`config.mk`:
```
export PLATFORM = sky130hd
export DESIGN_NAME = sample_readback_port
export DESIGN_NICKNAME = d
export VERILOG_FILES = /design/src/rtl/srp_pkg.sv /design/src/rtl/srp_bus_decode.sv /design/src/rtl/srp_sample_capture.sv /design/src/rtl/srp_status.sv /design/src/rtl/sample_readback_port.sv
export SDC_FILE = /design/constraint.sdc
export NUM_CORES = 1
export LEC_CHECK = 0
export ABC_AREA = 1
export BUFFER_PORTS_ARGS = -buffer_cell sky130_fd_sc_hd__buf_4
export CORE_ASPECT_RATIO = 0.9
export CORE_MARGIN = 3
export CORE_UTILIZATION = 48
export CTS_CLUSTER_DIAMETER = 150
export DETAILED_ROUTE_END_ITERATION = 10
export PLACE_DENSITY_LB_ADDON = 0.2
export REMOVE_ABC_BUFFERS = 1
export SYNTH_ARGS = -nofsm -noshare
export SYNTH_HDL_FRONTEND = slang
export SYNTH_SLANG_ARGS = --single-unit
```
`constraint.sdc`:
```
create_clock -name clk -period 0.98 [get_ports clk]
set_input_delay 0.098 -clock clk [delete_from_list [all_inputs] [get_ports clk]]
set_output_delay 0.098 -clock clk [all_outputs]
set_load 0.01 [all_outputs]
```
`src/rtl/srp_pkg.sv`:
```
package srp_pkg;
  localparam int unsigned ADR_STATUS = 9;
  localparam int unsigned ADR_I_LO   = 12;
  localparam int unsigned ADR_I_HI   = 13;
  localparam int unsigned ADR_Q_LO   = 14;
  localparam int unsigned ADR_Q_HI   = 15;

  localparam int unsigned BIT_RDY  = 0;
  localparam int unsigned BIT_MISS = 1;
  localparam int unsigned BIT_IE   = 2;
  localparam int unsigned STAT_USED = 3;

  typedef struct packed {
    logic rd;
    logic wr;
    logic rd_start;
    logic wr_start;
  } bus_evt_t;
endpackage

```
`src/rtl/srp_bus_decode.sv`:
```
module srp_bus_decode
  import srp_pkg::*;
(
  input  logic     clk,
  input  logic     rst,
  input  logic     ce_n,
  input  logic     rd_en,
  input  logic     we_n,
  output bus_evt_t evt
);
  logic rd_now, wr_now, rd_prev, wr_prev;

  // read-enable high forces a read; with it low, write-enable is a direction bit
  assign rd_now = !ce_n && (rd_en || we_n);
  assign wr_now = !ce_n && !rd_en && !we_n;

  always_ff @(posedge clk) begin
    if (rst) begin
      rd_prev <= 1'b0;
      wr_prev <= 1'b0;
    end else begin
      rd_prev <= rd_now;
      wr_prev <= wr_now;
    end
  end

  assign evt.rd       = rd_now;
  assign evt.wr       = wr_now;
  assign evt.rd_start = rd_now && !rd_prev;
  assign evt.wr_start = wr_now && !wr_prev;
endmodule

```
`src/rtl/srp_sample_capture.sv`:
```
module srp_sample_capture #(
  parameter int unsigned SW = 16
) (
  input  logic          clk,
  input  logic          rst,
  input  logic          smp_valid,
  input  logic [SW-1:0] smp_i,
  input  logic [SW-1:0] smp_q,
  input  logic          real_mode,
  output logic          load,
  output logic [SW-1:0] i_hold,
  output logic [SW-1:0] q_hold
);
  logic          odd_next;
  logic [SW-1:0] even_q;

  assign load = smp_valid && (!real_mode || odd_next);

  always_ff @(posedge clk) begin
    if (rst) begin
      odd_next <= 1'b0;
      even_q   <= '0;
    end else if (!real_mode) begin
      odd_next <= 1'b0;
    end else if (smp_valid) begin
      odd_next <= !odd_next;
      if (!odd_next) even_q <= smp_i;
    end
  end

  always_ff @(posedge clk) begin
    if (rst) begin
      i_hold <= '0;
      q_hold <= '0;
    end else if (load) begin
      i_hold <= real_mode ? even_q : smp_i;
      q_hold <= real_mode ? smp_i  : smp_q;
    end
  end
endmodule

```
`src/rtl/srp_status.sv`:
```
module srp_status (
  input  logic clk,
  input  logic rst,
  input  logic load,
  input  logic clr_rdy,
  input  logic wr_stat,
  input  logic w_miss,
  input  logic w_ie,
  output logic rdy,
  output logic miss,
  output logic ie
);
  always_ff @(posedge clk) begin
    if (rst) begin
      rdy  <= 1'b0;
      miss <= 1'b0;
      ie   <= 1'b0;
    end else begin
      if (load)         rdy <= 1'b1;
      else if (clr_rdy) rdy <= 1'b0;

      if (load && rdy && !clr_rdy) miss <= 1'b1;
      else if (wr_stat && w_miss)  miss <= 1'b0;

      if (wr_stat) ie <= w_ie;
    end
  end
endmodule

```
`src/rtl/sample_readback_port.sv`:
```
module sample_readback_port
  import srp_pkg::*;
#(
  parameter int unsigned DATA_W = 8,
  parameter int unsigned ADDR_W = 4
) (
  input  logic                clk,
  input  logic                rst,
  input  logic                smp_valid,
  input  logic [2*DATA_W-1:0] smp_i,
  input  logic [2*DATA_W-1:0] smp_q,
  input  logic                real_mode,
  input  logic                ce_n,
  input  logic                rd_en,
  input  logic                we_n,
  input  logic [ADDR_W-1:0]   addr,
  input  logic [DATA_W-1:0]   wdata,
  output logic [DATA_W-1:0]   rdata,
  output logic                rdata_oe,
  output logic                irq
);
  localparam int unsigned SAMP_W = 2 * DATA_W;

  bus_evt_t          evt;
  logic              smp_load;
  logic [SAMP_W-1:0] i_hold, q_hold;
  logic              stat_rdy, stat_miss, stat_ie;
  logic              clr_rdy, wr_stat;
  logic [DATA_W-1:0] rd_mux;
  logic              unused_wbits;

  srp_bus_decode u_dec (
    .clk(clk), .rst(rst), .ce_n(ce_n), .rd_en(rd_en), .we_n(we_n), .evt(evt)
  );

  srp_sample_capture #(.SW(SAMP_W)) u_cap (
    .clk(clk), .rst(rst), .smp_valid(smp_valid), .smp_i(smp_i), .smp_q(smp_q),
    .real_mode(real_mode), .load(smp_load), .i_hold(i_hold), .q_hold(q_hold)
  );

  assign clr_rdy = evt.rd_start && (addr == ADDR_W'(ADR_Q_HI));
  assign wr_stat = evt.wr_start && (addr == ADDR_W'(ADR_STATUS));

  srp_status u_stat (
    .clk(clk), .rst(rst), .load(smp_load), .clr_rdy(clr_rdy), .wr_stat(wr_stat),
    .w_miss(wdata[BIT_MISS]), .w_ie(wdata[BIT_IE]),
    .rdy(stat_rdy), .miss(stat_miss), .ie(stat_ie)
  );

  assign unused_wbits = ^{wdata[DATA_W-1:STAT_USED], wdata[BIT_RDY]};

  always_comb begin
    rd_mux = '0;
    case (addr)
      ADDR_W'(ADR_STATUS): begin
        rd_mux[BIT_RDY]  = stat_rdy;
        rd_mux[BIT_MISS] = stat_miss;
        rd_mux[BIT_IE]   = stat_ie;
      end
      ADDR_W'(ADR_I_LO): rd_mux = i_hold[DATA_W-1:0];
      ADDR_W'(ADR_I_HI): rd_mux = i_hold[SAMP_W-1:DATA_W];
      ADDR_W'(ADR_Q_LO): rd_mux = q_hold[DATA_W-1:0];
      ADDR_W'(ADR_Q_HI): rd_mux = q_hold[SAMP_W-1:DATA_W];
      default:           rd_mux = '0;
    endcase
  end

  always_ff @(posedge clk) begin
    if (rst) begin
      rdata    <= '0;
      rdata_oe <= 1'b0;
    end else begin
      rdata    <= evt.rd ? rd_mux : '0;
      rdata_oe <= evt.rd;
    end
  end

  assign irq = stat_rdy && stat_ie;
endmodule

```
==> results of run 1 <==
[what timing repair did]
item / in CTS / in global routing
buffers inserted: 6 / 4
endpoints found under the setup margin: 50 / 50
endpoints found under the hold margin: 21 / 0
pin swaps: 2 / 5
hold buffers: 21 / 0
gates resized for setup: 20 / 16
cloned: 2 / 0
[per-layer routing]
metal	share of wire	global-route usage	up-vias
met5	0	0	-
met4	0.013	0.0965	0
met3	0.080	0.0838	13
met2	0.47	0.405	99
met1	0.44	0.322	1307
li1	-	-	1431
[cell type report]
| cell class | instances | area, sq um |
|---|---|---|
| multi-input cells | 262 | 1280 |
| repair buffers | 106 | 998 |
| clock buffers | 12 | 155 |
| inverters | 27 | 104 |
| well taps | 67 | 83.8 |
| clock inverters | 4 | 45.0 |
| flip-flops and latches | 62 | 1250 |
| fillers | 412 | 1430 |
[logic make-up after synthesis]
logic type / Yosys count / synth area share
XOR/XNOR: 1 / 0.00324
AO/OA/AOI/OAI: 100 / 0.200
flip-flops: 62 / 0.460
AND/OR/NAND/NOR: 161 / 0.255
buffers and inverters: 48 / 0.0816
[registers in the layout (all words and copies together), names as in the netlist]
signal          cells
u_cap.even_q       16
u_dec.wr_prev       1
u_cap.odd_next      1
u_cap.q_hold       16
u_cap.i_hold       16
u_stat.miss         1
u_stat.ie           1
u_stat.rdy          1
rdata               8
u_dec.rd_prev       1
[synthesized netlist by cell type]
cell type	n
nor2_4	2
nand3b_1	1
buf_2	6
a31oi_1	32
a21oi_1	18
nor3_4	2
clkbuf_1	10
inv_2	2
nand2_1	118
nor3_1	2
dfxtp_1	62
o21ai_1	28
buf_6	3
nor2_1	23
inv_4	1
nor4_1	1
nor2_8	1
nor2_2	1
xnor2_1	1
nand3_1	9
inv_1	24
o21ai_0	22
buf_4	2
nor3_2	1
[through the flow]
| step | area (sq um) | hold WS, ns | util |
|---|---|---|---|
| finish | 3920 | 0.0256 | 0.732 |
| global route | 3920 | 0.0151 | 0.732 |
| CTS | 3890 | 0.00420 | 0.727 |
| detailed placement | 3330 | 0.281 | 0.622 |
| global placement | 3330 | 0.274 | 0.622 |
| floorplan | 2580 | 0.167 | - |
[power by group through the flow]
| stage | combinational, uW | sequential [uW] | clock, uW |
|---|---|---|---|
| after floorplan | 355 | 2800 | 0 |
| after global placement | 743 | 2810 | 0 |
| after detailed placement | 757 | 2810 | 0 |
| after CTS | 912 | 2760 | 2320 |
| after global routing | 1030 | 2780 | 2440 |
| final | 938 | 2770 | 2270 |
[worst paths after layout]
path,startpoint,end,slack (ns),cells after the start
setup / recovery,u_cap.odd_next,u_cap.even_q[3],-0.17,5
hold / removal,smp_q[12],u_cap.q_hold[12],0.03,3
setup reg to reg,u_cap.odd_next,u_cap.even_q[3],-0.17,5
hold reg to reg,u_stat.miss,u_stat.miss,0.47,2
[worst reg2reg max path, delay by kind of cell, from the launching register on]
family,cells,cell delay [ns]
AOI/OAI and AO/OA,2,0.25
buffers and inverters,2,0.28
and+or+nand+nor,1,0.18
DFF,1,0.37
[cells in the final DEF (no fill, tap or decap), types with 3 or more instances in the layout]
cell type / n
nand2_1: 117
buf_4: 68
dfxtp_1: 59
a31oi_1: 32
o21ai_1: 30
inv_1: 23
nor2_1: 23
dlygate4sd3_1: 21
o21ai_0: 14
a21oi_1: 13
clkbuf_8: 11
nand3_1: 9
buf_6: 8
buf_12: 8
o21ai_2: 6
a21oi_2: 5
inv_2: 3
clkinv_2: 3
==> results.toml, run 1 <==
[routing]
drcViolationCount = 0
wl_microns = 7830
ant_nets = 0
drtIter0Drc = 202
avgRoutedWirePerCell_microns = 14.5
first_pass_iters = 5
post_drt_via_cell_ratio = 5.28
dr_total_vias = 2850

[synthesis]
synthTopCellsByArea = "dfxtp_1, nand2_1, a31oi_1"
synth_top_area_share = 0.460
yosysSeqAreaShare = 0.460
syn_inst = 372
synth_cell_types = 24
ys_ff_latch = 62
yosysTopAreaCell = "dfxtp_1"
synthesis.area_sq_um = 2700
avgSynthCellArea_sq_um = 7.26
ys_warn_count = 0

[power]
p_comb_frac = 0.157
power_frac_seq = 0.463
intPower_uw = 4450
total_power_uw = 5970
leakage_uw = 0.00177
p_clk_frac = 0.379
p_sw_uw = 1520
power.density_nw_per_um2 = 1530
switching_share = 0.254
ir_drop_v = 0.00105

[sta]
worst_slew_pin_slew_ns = 0.463
post-route-period-util = 1.18
fin_skew_ns = 0.00547
setup_slack_ns = -0.172
setup-tns-final_ns = -3.31
hold_viol_final = 0
maxSlewHeadroom = 0.691
post-route-min-period_ns = 1.15
drv_slew = 0
setup_viol = 48
grt_setup_unrepaired = "yes"
fmax_mhz = 868

[die]
num_rows = 25
pin_count = 61
dieArea_sq_um = 6560
start_util = 0.505
die_y_microns = 77.2
core_area_sq_um = 5350
die_x_microns = 85.1

[clock_tree]
htree_levels = 3
ctsLongestPathBuffers = 2
cts_tree = "built"
cts_sinks = 62
clkLatencyLatePin_ns = 0.34
cts_buffers = 9
clkTransAtPathRegs_ns = 0.07
cts_root_buf = "clkbuf_8"

[run_status]
violations = "negative setup slack"
outcome = "finished, violations left"

[final_layout]
fin_cells = 540
antennaDiodeCount = 0
drive_above_1_share = 0.266
final_nets = 519
syn_to_final_growth_pct = 45.0

[global_routing]
grt_max_degree = 33
antenna_found_initial = 0
grt_first_pass_wirelength_microns = 13100
grt_overflow = 0
first_global_vias = 2740
grt_use_total = 0.256

[place]
place_inst = 494
io_buffer_count = 54
hpwl_microns = 4530
routabilityCongestion = 0.824
dp_slack_ns = -0.198

[worst_setup_path]
path_delay_family = "flip-flops"
cp_data_required_time_ns = 1.25
crit_fanout = 8
slowest_delay_ns = 0.37
crit_arrival_ns = 1.42
worstSetupPathType = "register to register"
endpoint_kind = "register"
slowest_stage = "dfxtp_4"
cp-start-kind = "register"
crit_chain = "nor3_4 > buf_4 > buf_6 > o21ai_0 > a21oi_1"
critPathBufInv = 2

[worst_hold_path]
hold_class = "primary input to register"

[flow_run]
max-cap-violations = 0
(Power assumes the default switching activity.)
==> run 2: changes to the inputs <==
--- a/config.mk
+++ b/config.mk
@@ -8,7 +8,6 @@
 export ABC_AREA = 1
 export BUFFER_PORTS_ARGS = -buffer_cell sky130_fd_sc_hd__buf_4
 export CORE_ASPECT_RATIO = 0.9
-export CORE_MARGIN = 3
 export CORE_UTILIZATION = 48
 export CTS_CLUSTER_DIAMETER = 150
 export DETAILED_ROUTE_END_ITERATION = 10
==> run 2 against run 1 <==
  * The run still ends with negative setup slack left
  * Routed wire length is 5.0% lower
  * Design area decreased by 2.5%
  * First-iteration DRC count decreased by 48%
  * Sequential power barely moved
  * Critical path type unchanged
==> results.toml, run 2 (synthesis gave the netlist of run 1 again) <==
[run_status]
outcome = "finished, violations left"
violations = "negative setup slack"

[sta]
setup_slack_ns = -0.123
drv_slew = 0
setup_viol = 48
grt_setup_unrepaired = "yes"
fmax_mhz = 907
fin_skew_ns = 0.00474
post-route-period-util = 1.13
maxSlewHeadroom = 0.666
hold_viol_final = 0
post-route-min-period_ns = 1.10
worst_slew_pin_slew_ns = 0.498

[clock_tree]
cts_buffers = 9
cts_sinks = 62
clkLatencyLatePin_ns = 0.34
cts_root_buf = "clkbuf_8"
clkTransAtPathRegs_ns = 0.07
ctsLongestPathBuffers = 2
cts_tree = "built"
htree_levels = 3

[global_routing]
grt_first_pass_wirelength_microns = 11200
first_global_vias = 2496
antenna_found_initial = 0
grt_overflow = 0
grt_util_met3 = 0.0688
grt_use_total = 0.253
grt_max_degree = 33
grt_busiest_layer = "met2"
gr-usage-met1 = 0.300
use_met2 = 0.434

[final_layout]
finish.utilization = 0.714
drive_above_1_share = 0.283
antennaDiodeCount = 0
syn_to_final_growth_pct = 41.5
final_common_cell = "nand2_1"
top_regs = "u_cap.even_q (16), u_cap.i_hold (16), u_cap.q_hold (16)"
n_fill_cell = 442
final_nets = 502
final_cell_mix = "nand2_1, buf_4, dfxtp_1, o21ai_1, a31oi_1"
fin_cells = 523

[routing]
first_pass_iters = 4
drtIter0Drc = 106
ant_nets = 0
drcViolationCount = 0
dr_total_vias = 2762
avgRoutedWirePerCell_microns = 14.2
wl_microns = 7440
post_drt_via_cell_ratio = 5.28

[worst_setup_path]
crit_arrival_ns = 1.37
r2r_slack_ns = -0.12
worstSetupPathType = "register to register"
crit_fanout = 17
cp-start-kind = "register"
rr_startpoint = "u_cap.odd_next"
r2r_end = "u_cap.q_hold[15]"
endpoint_kind = "register"
cp_data_required_time_ns = 1.25
slowest_delay_ns = 0.39
crit_chain = "nor2_4 > nor2_8 > buf_12 > o21ai_1 > a31oi_1"
slowest_stage = "dfxtp_4"
critPathBufInv = 1
reg2regPathDepth = 5
path_delay_family = "flip-flops"

[worst_hold_path]
hold_class = "primary input to register"
worstHoldStart = "smp_i[15]"
holdPathEnd = "u_cap.even_q[15]"
hold_depth = 3

[power]
power.density_nw_per_um2 = 1520
ir_drop_v = 0.000998
leakage_uw = 0.00172

[place]
routabilityCongestion = 0.788
hpwl_microns = 4430
io_buffer_count = 54
place_inst = 491

[die]
num_rows = 25
die_x_microns = 81.1
start_util = 0.505
dieArea_sq_um = 5930
core_area_sq_um = 5350
die_y_microns = 73.2
pin_count = 61

[flow_run]
max-cap-violations = 0
==> run 2: cell types whose count changed in the layout (fill, tap and decap cells not counted), moves of 2 or more <==
cell,previous run,this run
a21oi_1,13,17
a21oi_2,5,1
buf_4,68,66
buf_6,8,3
clkbuf_16,0,3
dlygate4sd3_1,21,7
o21ai_0,14,2
o21ai_1,30,32
o21ai_2,6,16
==> run 2: final cells by class <==
class	count	area, sq um	area share
multi-input combinational	262	1320	0.345
sequential	62	1250	0.327
timing repair buffer	89	882	0.231
clock buffer	13	169	0.0442
inverter	27	104	0.0272
tap	67	83.8	0.0219
clock inverter	3	17.5	0.00459
==> run 2: through the flow <==
step	worst slack (ns)	setup TNS [ns]	total power, uW	cell area, sq um	hold WS (ns)
after floorplan	-0.352	-16.98	3150	2580	0.167
after global placement	-0.174	-6.47	3550	3320	0.272
after detailed placement	-0.243	-7.85	3570	3320	0.274
after CTS	-0.102	-3.20	5710	3650	0.0000275
after global routing	-0.171	-5.99	6030	3820	0.00910
final	-0.123	-3.75	5800	3820	0.00751
==> run 2: per-layer routing <==
metal  part of all wire  wire (microns)  vias to the layer above
met5                  0               0                        -
met4              0.014             106                        0
met3              0.057             426                       13
met2               0.51            3810                       92
met1               0.42            3090                     1262
li1                   -               -                     1395
==> run 2: timing repair <==
action | CTS | global route
endpoints found under the hold margin | 6 | 1
gates cloned | 1 | 3
setup endpoints to repair | 50 | 52
pin swaps | 6 | 3
resized for setup | 28 | 20
hold buffers | 6 | 1
setup buffers | 3 | 2
==> run 2: worst max path at each step <==
stage                         startpoint          endpoint  slack, ns  depth (start not counted)
after global routing      u_cap.odd_next   u_cap.i_hold[7]      -0.17                          5
after CTS                 u_cap.odd_next   u_cap.i_hold[0]      -0.10                          5
final                     u_cap.odd_next  u_cap.q_hold[15]      -0.12                          5
after global placement           addr[3]          rdata[1]      -0.17                          8
after detailed placement         addr[3]          rdata[3]      -0.24                          8
after floorplan           u_cap.odd_next   u_cap.i_hold[0]      -0.35                          4
==> run 2: worst min-delay path: stages <==
cell and delay, ns:
buf_4 0.12, inv_1 0.04, a21oi_1 0.05
==> run 2: power breakdown <==
group          total (uW)  switching [uW]  leakage (uW)  internal (uW)
combinational         926             461       0.00111            465
clock                2100             980     0.0000954           1120
sequential           2780            96.9      0.000511           2680
total                5800            1540       0.00172           4260
